### src/rtl/pgd_pkg.sv
package pgd_pkg;

    typedef enum logic {
        DRV_PUSH_PULL  = 1'b0,
        DRV_OPEN_DRAIN = 1'b1
    } drive_mode_e;

endpackage

### src/rtl/pgd_cfg_regs.sv
module pgd_cfg_regs
    import pgd_pkg::*;
#(
    parameter int PINS  = 16,
    parameter int DIV_W = 32
) (
    input  logic             clk,
    input  logic             rst_n,
    input  logic [DIV_W-1:0] div_i,
    input  logic [PINS-1:0]  dir_i,
    input  logic [PINS-1:0]  ovr_mask_i,
    input  logic [PINS-1:0]  ovr_data_i,
    input  logic             open_drain_i,
    output logic [DIV_W-1:0] div_o,
    output logic [PINS-1:0]  dir_o,
    output logic [PINS-1:0]  ovr_mask_o,
    output logic [PINS-1:0]  ovr_data_o,
    output drive_mode_e      mode_o
);

    typedef struct packed {
        logic [DIV_W-1:0] div;
        logic [PINS-1:0]  dir;
        logic [PINS-1:0]  ovr_mask;
        logic [PINS-1:0]  ovr_data;
        drive_mode_e      mode;
    } cfg_t;

    cfg_t cfg_d, cfg_q;

    always_comb begin
        cfg_d          = cfg_q;
        cfg_d.div      = div_i;
        cfg_d.dir      = dir_i;
        cfg_d.ovr_mask = ovr_mask_i;
        cfg_d.ovr_data = ovr_data_i;
        cfg_d.mode     = drive_mode_e'(open_drain_i);
    end

    always_ff @(posedge clk or negedge rst_n) begin
        if (!rst_n) begin
            cfg_q <= '0;
        end else begin
            cfg_q <= cfg_d;
        end
    end

    assign div_o      = cfg_q.div;
    assign dir_o      = cfg_q.dir;
    assign ovr_mask_o = cfg_q.ovr_mask;
    assign ovr_data_o = cfg_q.ovr_data;
    assign mode_o     = cfg_q.mode;

endmodule

### src/rtl/pgd_pacer.sv
module pgd_pacer #(
    parameter int DIV_W = 32
) (
    input  logic             clk,
    input  logic             rst_n,
    input  logic [DIV_W-1:0] div_i,
    input  logic             valid_i,
    output logic             slot_o,
    output logic             underflow_o
);

    typedef struct packed {
        logic [DIV_W-1:0] cnt;
        logic             uflow;
    } pace_t;

    pace_t st_d, st_q;
    logic  slot;

    always_comb begin
        st_d = st_q;
        slot = (st_q.cnt == '0);
        if (slot) begin
            st_d.cnt   = div_i;
            st_d.uflow = !valid_i;
        end else begin
            st_d.cnt   = st_q.cnt - 1'b1;
            st_d.uflow = 1'b0;
        end
    end

    always_ff @(posedge clk or negedge rst_n) begin
        if (!rst_n) begin
            st_q <= '0;
        end else begin
            st_q <= st_d;
        end
    end

    assign slot_o      = slot;
    assign underflow_o = st_q.uflow;

endmodule

### src/rtl/pgd_word_hold.sv
module pgd_word_hold #(
    parameter int PINS = 16
) (
    input  logic            clk,
    input  logic            rst_n,
    input  logic            take_i,
    input  logic [PINS-1:0] data_i,
    output logic [PINS-1:0] word_o
);

    logic [PINS-1:0] word_d, word_q;

    always_comb begin
        word_d = word_q;
        if (take_i) begin
            word_d = data_i;
        end
    end

    always_ff @(posedge clk or negedge rst_n) begin
        if (!rst_n) begin
            word_q <= '0;
        end else begin
            word_q <= word_d;
        end
    end

    assign word_o = word_q;

endmodule

### src/rtl/pgd_pin_cell.sv
module pgd_pin_cell
    import pgd_pkg::*;
(
    input  logic        word_bit_i,
    input  logic        is_input_i,
    input  logic        ovr_sel_i,
    input  logic        ovr_bit_i,
    input  drive_mode_e mode_i,
    output logic        oe_o,
    output logic        val_o
);

    logic src;

    always_comb begin
        src   = ovr_sel_i ? ovr_bit_i : word_bit_i;
        oe_o  = 1'b0;
        val_o = 1'b0;
        if (!is_input_i) begin
            unique case (mode_i)
                DRV_PUSH_PULL: begin
                    oe_o  = 1'b1;
                    val_o = src;
                end
                DRV_OPEN_DRAIN: begin
                    oe_o  = !src;
                    val_o = 1'b0;
                end
                default: begin
                    oe_o  = 1'b0;
                    val_o = 1'b0;
                end
            endcase
        end
    end

endmodule

### src/rtl/pgd_pin_driver.sv
module pgd_pin_driver
    import pgd_pkg::*;
#(
    parameter int PINS  = 16,
    parameter int DIV_W = 32
) (
    input  logic             clk,
    input  logic             rst_n,
    input  logic [DIV_W-1:0] cfg_div,
    input  logic [PINS-1:0]  cfg_dir,
    input  logic [PINS-1:0]  cfg_ovr_mask,
    input  logic [PINS-1:0]  cfg_ovr_data,
    input  logic             cfg_open_drain,
    input  logic             pat_valid,
    output logic             pat_ready,
    input  logic [PINS-1:0]  pat_data,
    output logic [PINS-1:0]  pin_oe,
    output logic [PINS-1:0]  pin_val,
    output logic             underflow
);

    logic [DIV_W-1:0] div_q;
    logic [PINS-1:0]  dir_q;
    logic [PINS-1:0]  ovr_mask_q;
    logic [PINS-1:0]  ovr_data_q;
    drive_mode_e      mode_q;
    logic             slot;
    logic [PINS-1:0]  word_q;

    pgd_cfg_regs #(
        .PINS  (PINS),
        .DIV_W (DIV_W)
    ) i_cfg (
        .clk          (clk),
        .rst_n        (rst_n),
        .div_i        (cfg_div),
        .dir_i        (cfg_dir),
        .ovr_mask_i   (cfg_ovr_mask),
        .ovr_data_i   (cfg_ovr_data),
        .open_drain_i (cfg_open_drain),
        .div_o        (div_q),
        .dir_o        (dir_q),
        .ovr_mask_o   (ovr_mask_q),
        .ovr_data_o   (ovr_data_q),
        .mode_o       (mode_q)
    );

    pgd_pacer #(
        .DIV_W (DIV_W)
    ) i_pacer (
        .clk         (clk),
        .rst_n       (rst_n),
        .div_i       (div_q),
        .valid_i     (pat_valid),
        .slot_o      (slot),
        .underflow_o (underflow)
    );

    pgd_word_hold #(
        .PINS (PINS)
    ) i_hold (
        .clk    (clk),
        .rst_n  (rst_n),
        .take_i (slot && pat_valid),
        .data_i (pat_data),
        .word_o (word_q)
    );

    for (genvar p = 0; p < PINS; p++) begin : g_pin
        pgd_pin_cell i_cell (
            .word_bit_i (word_q[p]),
            .is_input_i (dir_q[p]),
            .ovr_sel_i  (ovr_mask_q[p]),
            .ovr_bit_i  (ovr_data_q[p]),
            .mode_i     (mode_q),
            .oe_o       (pin_oe[p]),
            .val_o      (pin_val[p])
        );
    end

    assign pat_ready = slot;

endmodule

### config.mk
export PLATFORM = sky130hd
export DESIGN_NAME = pgd_pin_driver
export DESIGN_NICKNAME = d
export VERILOG_FILES = /design/src/rtl/pgd_pkg.sv /design/src/rtl/pgd_cfg_regs.sv /design/src/rtl/pgd_pacer.sv /design/src/rtl/pgd_word_hold.sv /design/src/rtl/pgd_pin_cell.sv /design/src/rtl/pgd_pin_driver.sv
export SDC_FILE = /design/constraint.sdc
export NUM_CORES = 1
export LEC_CHECK = 0
export BUFFER_PORTS_ARGS = -buffer_cell sky130_fd_sc_hd__buf_4
export CAP_MARGIN = 20
export CORE_ASPECT_RATIO = 0.8
export CORE_MARGIN = 2
export CORE_UTILIZATION = 47
export DETAILED_ROUTE_END_ITERATION = 8
export PLACE_DENSITY = 0.84
export SLEW_MARGIN = 20
export SYNTH_ARGS = -nofsm -noshare
export SYNTH_HDL_FRONTEND = slang
export SYNTH_SLANG_ARGS = --single-unit
### constraint.sdc
create_clock -name clk -period 2.2 [get_ports clk]
set_input_delay 0.22 -clock clk [delete_from_list [all_inputs] [get_ports clk]]
set_output_delay 0.22 -clock clk [all_outputs]
set_load 0.02 [all_outputs]
==> results.yml, run 1 <==
outcome:
  status: "finished with violations"
  violations: "negative setup slack"
global_route:
  grt_first_pass_wirelength_um: 20000
  grt_usage_pct: 22.3
  grt_max_degree: 58
  antenna_found_initial: 1
  gr-total-overflow: 0
  grt_pass1_vias: 4142
hold_path:
  hold_depth: 2
  min_from: "pat_data[11]"
  hold_class: "input port to register"
  hold_path_end: "i_hold.word_o[11]"
clock_tree:
  cts_buffer_depth: 2
  clkLatencyLatePin_ns: 0.41
  cts_buffers: 17
  clkSinkCount: 130
  path_clk_slew_ns: 0.06
  htreeDepth: 4
  cts-root-buf: "clkbuf_16"
  cts_tree: "done"
setup_path:
  crit_buf_inv: 5
  worstSetupPathType: "register to register"
  reg2reg_depth: 10
  r2r-end: "i_pacer.st_q[3]"
  reg2reg_from: "i_pacer.st_q[26]"
  start_kind: "register"
  r2r_setup_slack_ns: -0.05
  cp_data_arrival_time_ns: 2.54
  crit_top_cell: "buf_4"
  crit_path_top_delay_cell: "or4_4"
  slowest_delay_ns: 0.57
  path_max_fanout: 8
  path_cells: "or4_4 > nor4_4 > buf_4 > buf_4 > nand4_1 > buf_6 > buf_4 > clkbuf_16 > nor2_1 > a21oi_1"
  cp_data_required_time_ns: 2.49
  critical_path.top_delay_family: "simple AND/OR/NAND/NOR gates"
  setup.worst_path.end_class: "register"
sta:
  slew_violations: 0
  layout_setup_ws_ns: -0.0498
  relSlewSlack_pct: 64.2
  max_freq_ghz: 0.444
  worst_slew_pin_slew_ns: 0.536
  finalHoldViolCount: 0
  rsz0062_at_grt: "yes"
  skew_ns: 0.00953
  min_period_ns: 2.25
  finalSetupViolCount: 5
  finalCritPeriodShare_pct: 102
power_and_ir_drop:
  p_leak_uw: 0.00358
  ir_drop_mv: 0.688
  power_density_nw_per_um2: 810
  fin_total_pwr_uw: 6270
synthesis:
  ys_ff_latch: 130
  synth_top_cells_by_count: "dfrtp_1 (130), nor2_1 (49), buf_4 (33)"
  yosysTopAreaCell: "dfrtp_1"
  synth_edf_count: 0
  synth_top_family_by_area: "simple AND/OR/NAND/NOR gates"
  synth_ff_type: "dfrtp_1"
  synth-compound-area-share_pct: 5.95
  syn-num-nets: 513
  synth_top_area_share_pct: 63.6
  ys_top_cells_by_area: "dfrtp_1 (64%), buf_4 (4.8%), nor2_1 (3.6%), mux2i_1 (3.1%), mux2_4 (2.9%)"
  synth.area.mux_share_pct: 7.39
  synthAdderAreaFrac_pct: 0.489
  synth_warnings: 0
  post_synth_num_cell_types: 41
  yosysMostFrequentCell: "dfrtp_1"
  seq_area_frac_synth_pct: 63.6
  synth_cells: 411
  yosys.area_share.simple_pct: 13.2
  avgSynthCellArea_sq_um: 12.4
  synth-xor-area-share_pct: 3.08
  syn_area_sq_um: 5110
  async_reset_ff_share_pct: 100
detailed_routing:
  routed_via_density: 5.01
  dr_total_vias: 3922
  drt-initial-drc-count: 182
  drt_pre_antenna_iters: 4
  route.detailed.drc: 0
  routed_wl_um: 12700
  routedWlPerCell_um: 16.2
  postRouteAntennaNets: 0
placement:
  port_buffers: 133
  hpwl_um: 7470
  place_ws_ns: 0.0765
  place_congestion: 0.827
die:
  initial_core_util_pct: 47.7
  die_area_sq_um: 11700
  die_h_um: 97.3
  pin_count: 134
  core_area_sq_um: 10700
  die_x_um: 121
  fp-row-count: 34
finish:
  drive_gt1_share_pct: 35.4
  syn2layout_area_growth_pct: 51.2
  num-nets-final: 728
job:
  maxCapViolCount: 0
==> how the worst max path moves through the flow <==
| stage | start | end | cells past startpoint |
|---|---|---|---|
| detailed placement | i_pacer.st_q[26] | i_hold.word_o[6] | 5 |
| global route | i_pacer.st_q[26] | i_pacer.st_q[3] | 10 |
| floorplan | i_pacer.st_q[26] | i_hold.word_o[10] | 7 |
| global placement | i_pacer.st_q[26] | i_hold.word_o[13] | 5 |
| CTS | i_pacer.st_q[26] | pat_ready | 5 |
| finish | i_pacer.st_q[26] | i_pacer.st_q[3] | 10 |
==> sequential cells by signal, indices dropped and copies added, names as in the netlist <==
signal / flops
i_cfg.div_o: 32
i_cfg.mode_o: 1
i_pacer.underflow_o: 1
i_cfg.dir_o: 16
i_cfg.ovr_data_o: 16
i_hold.word_o: 16
i_cfg.ovr_mask_o: 16
i_pacer.st_q: 32
==> layer usage <==
metal | vias up | track usage (%) | share of wire (%)
met5 | - | 0 | 0
met4 | 0 | 9.57 | 2.3
met3 | 27 | 5.16 | 3.8
met2 | 124 | 37.5 | 54
met1 | 1960 | 27.5 | 40
li1 | 1811 | - | -
==> power by group <==
group	internal (uW)	leakage [uW]	switching, uW
clock	1670	0.000279	973
sequential	2610	0.00154	169
combinational	486	0.00176	367
==> cell type report <==
type | instances | area [sq um]
diodes | 1 | 2.50
clock buffers | 23 | 488
clock inverters | 8 | 78.8
fillers | 714 | 2990
inverters | 3 | 11.3
multi-input cells | 231 | 1610
flip-flops and latches | 130 | 3250
well taps | 144 | 180
repair buffers | 243 | 2110
==> worst register-to-register path: stages, from the launching register on <==
cell	delay, ns
dfrtp_1	0.39
or4_4	0.57
nor4_4	0.17
buf_4	0.16
buf_4	0.12
nand4_1	0.12
buf_6	0.16
buf_4	0.15
clkbuf_16	0.16
nor2_1	0.11
a21oi_1	0.05
==> cells by family (layout without fill, tap and decap cells) <==
kind of cell	Yosys count	count (layout)
muxes	32	32
buffers and inverters	50	277
DFF	130	130
and+or+nand+nor	130	130
adders and majority gates	2	2
xor gates and xnor gates	18	18
other	0	1
AOI/OAI and AO/OA	49	49
==> through the flow <==
stage	instances	area, sq um	util, %	hold WS (ns)	setup TNS (ns)
6_report	783	7730	72.1	0.0433	-0.161
5_1_grt	783	7730	72.1	0.0240	-0.992
4_1_cts	774	7560	70.6	0.00452	-0.0267
3_5_place_dp	655	6120	57.0	0.243	0
3_3_place_gp	655	6120	57.0	0.231	0
2_1_floorplan	411	5110	-	-0.0756	0
==> cells in the final DEF (no fill, tap or decap), drive strengths merged, types with 3 or more instances in the layout <==
cell type / Yosys / layout
a21oi: 26 / 26
a41oi: 3 / 3
and4: 3 / 3
buf: 37 / 160
clkbuf: 10 / 24
clkinv: 0 / 6
dfrtp: 130 / 130
dlygate4sd3: 0 / 82
inv: 3 / 3
mux2: 16 / 16
mux2i: 16 / 16
nand2: 9 / 9
nand3: 10 / 10
nand4: 5 / 5
nor2: 49 / 49
nor2b: 17 / 17
nor3: 22 / 22
nor4: 3 / 3
o21a: 3 / 3
o21ai: 4 / 4
o31ai: 5 / 5
or4: 3 / 3
xnor2: 7 / 7
xor2: 11 / 11
==> what timing repair did <==
action / CTS / global route
setup buffers: 6 / 5
pin swaps: 1 / 5
gates cloned: 0 / 3
resized for setup: 5 / 21
hold endpoints to repair: 119 / 0
endpoints found under the setup margin: 1 / 40
hold buffers: 82 / 0
No activity file was read; power rests on OpenSTA's default activity.
==> run 2, diff against run 1 <==
Settings changed: CTS_CLUSTER_SIZE from default to 16, PLACE_DENSITY 0.84 to default, PLACE_DENSITY_LB_ADDON from default to 0.12.
==> run 2 against run 1 <==
  * The flow still finishes with violations (negative setup slack)
  * Critical path depth decreased by 5
  * Clock skew increased by 0.0050 ns
  * Combinational power decreased by 3.3%
  * Design area increased by 0.87%
  * Register-to-register slack about the same
  * Core utilization increased by 0.63 points
  * Critical endpoint is now pat_ready
  * Largest power group is now the clock network
==> results.yml, run 2 (synthesized netlist as in run 1, its figures left out) <==
detailed_routing:
  routed_via_density: 4.77
  drt_pre_antenna_iters: 4
  routed_wl_um: 11500
  route.detailed.drc: 0
  routedWlPerCell_um: 14.7
  dr_total_vias: 3742
  postRouteAntennaNets: 0
  drt-initial-drc-count: 165
placement:
  port_buffers: 133
  place_area_sq_um: 6120
  place_congestion: 0.790
  place_ws_ns: 0.0726
  hpwl_um: 6990
hold_path:
  hold_depth: 2
  hold_class: "input port to register"
global_route:
  grt_max_degree: 81
  grt_pass1_vias: 3910
  gr-total-overflow: 0
  antenna_found_initial: 0
  grt_usage_pct: 20.9
  grt_first_pass_wirelength_um: 18900
finish:
  design_area_sq_um: 7800
  multi_input_area_sq_um: 1610
  drive_gt1_share_pct: 35.9
  syn2layout_area_growth_pct: 52.6
  num-nets-final: 730
  register_area_sq_um: 3250
  layout_common_cells: "buf_4 (153), dfrtp_1 (129), dlygate4sd3_1 (83)"
  final_common_cell: "buf_4"
  diodes: 0
  num-fill-cells: 755
die:
  core_area_sq_um: 10700
  die_h_um: 97.3
  die_x_um: 121
  fp-row-count: 34
  die_area_sq_um: 11700
  initial_core_util_pct: 47.7
  pin_count: 134
outcome:
  status: "finished with violations"
  violations: "negative setup slack"
sta:
  relSlewSlack_pct: 66.5
  max_freq_ghz: 0.441
  finalSetupViolCount: 7
  slew_violations: 0
  worst_slew_pin_slew_ns: 0.503
  rsz0062_at_grt: "yes"
  skew_ns: 0.0145
  layout_setup_ws_ns: -0.0651
  finalHoldViolCount: 0
  min_period_ns: 2.27
  finalCritPeriodShare_pct: 103
clock_tree:
  path_clk_slew_ns: 0.06
  cts_buffers: 17
  clkSinkCount: 130
  cts-root-buf: "clkbuf_16"
  cts_tree: "done"
  clkLatencyLatePin_ns: 0.42
  cts_buffer_depth: 2
  htreeDepth: 4
setup_path:
  cp_data_required_time_ns: 1.98
  crit_path_top_delay_cell: "or4_4"
  start_kind: "register"
  crit_buf_inv: 2
  reg2reg_depth: 9
  slowest_delay_ns: 0.57
  cp_data_arrival_time_ns: 2.05
  worstSetupPathType: "register to output port"
  critical_path.top_delay_family: "simple AND/OR/NAND/NOR gates"
  path_cells: "or4_4 > nor4_4 > buf_4 > and4_4 > buf_6"
  setup.worst_path.end_class: "output port"
  cp.depth: 5
  path_max_fanout: 2
power_and_ir_drop:
  switching_share_pct: 23.7
  p_int_uw: 5000
  p_leak_uw: 0.00360
  power_density_nw_per_um2: 840
  switchingPower_uw: 1550
  ir_drop_mv: 0.535
  p_seq_share_pct: 42.3
  clockPowerShare_pct: 45.1
  share_comb_of_total_power_pct: 12.6
job:
  maxCapViolCount: 0
==> run 2: changes by cell type in the layout (fill, tap and decap cells not counted), sizes merged <==
| cell | delta |
|---|---|
| buf | +1 |
| bufinv | +2 |
| clkbuf | -2 |
| clkinv | -3 |
| clkinvlp | +3 |
| diode | -1 |
| dlygate4sd3 | +1 |
| inv | +1 |
==> run 2: cell type report <==
cell class | count | area share (%)
clock buffers | 21 | 6.16
clock inverters | 11 | 1.94
inverters | 3 | 0.144
multi-input cells | 231 | 20.6
flip-flops and latches | 130 | 41.7
well taps | 144 | 2.31
repair buffers | 245 | 27.1
==> run 2: through the flow <==
stage / hold WS, ns / utilization (%) / setup TNS, ns / cells / power (uW)
after floorplan: -0.0756 / - / 0 / 411 / 3170
after global placement: 0.209 / 57.1 / 0 / 657 / 3450
after detailed placement: 0.208 / 57.1 / 0 / 657 / 3470
after CTS: 0.0227 / 71.2 / -0.0670 / 777 / 6580
after global routing: 0.0216 / 72.8 / -1.74 / 785 / 6850
final: 0.0376 / 72.8 / -0.197 / 785 / 6550
==> run 2: power by group through the flow <==
stage	clock network (uW)	logic, uW	registers, uW
2_1_floorplan	0	409	2760
3_3_place_gp	0	654	2800
3_5_place_dp	0	667	2810
4_1_cts	3000	801	2770
5_1_grt	3140	912	2800
6_report	2950	825	2770
==> run 2: timing repair <==
item | CTS | global route
buffers inserted | 5 | 7
hold buffers | 83 | 0
endpoints found under the setup margin | 1 | 44
gates resized for setup | 5 | 22
pin swaps | 1 | 3
gates cloned | 0 | 2
endpoints found under the hold margin | 114 | 0
==> run 2: final timing paths <==
check                               endpoint  slack [ns]        startpoint
min in group asynchronous   i_hold.word_o[2]        0.30             rst_n
setup / recovery                   pat_ready       -0.07  i_pacer.st_q[26]
hold / removal             i_hold.word_o[11]        0.04      pat_data[11]
max in group asynchronous       i_cfg.mode_o        1.13             rst_n
setup reg to reg            i_pacer.st_q[18]       -0.04  i_pacer.st_q[26]
hold reg to reg             i_pacer.st_q[32]        0.46  i_pacer.st_q[32]
==> run 2: worst register-to-register path, stage by stage, from the launching register on <==
cell and delay (ns):
dfrtp_1 0.38, or4_4 0.57, nor4_4 0.17, buf_4 0.16, buf_4 0.12, nand4_1 0.18
buf_4 0.22, clkbuf_16 0.16, nand2_2 0.05, o22a_1 0.14
==> run 2: per-layer routing <==
layer  share of wire (%)  up-vias  global-route usage [%]
li1                    -     1819                       -
met1                  44     1813                    26.8
met2                  50      101                    33.7
met3                 5.2        9                    6.22
met4                0.87        0                    7.87
met5                   0        -                       0
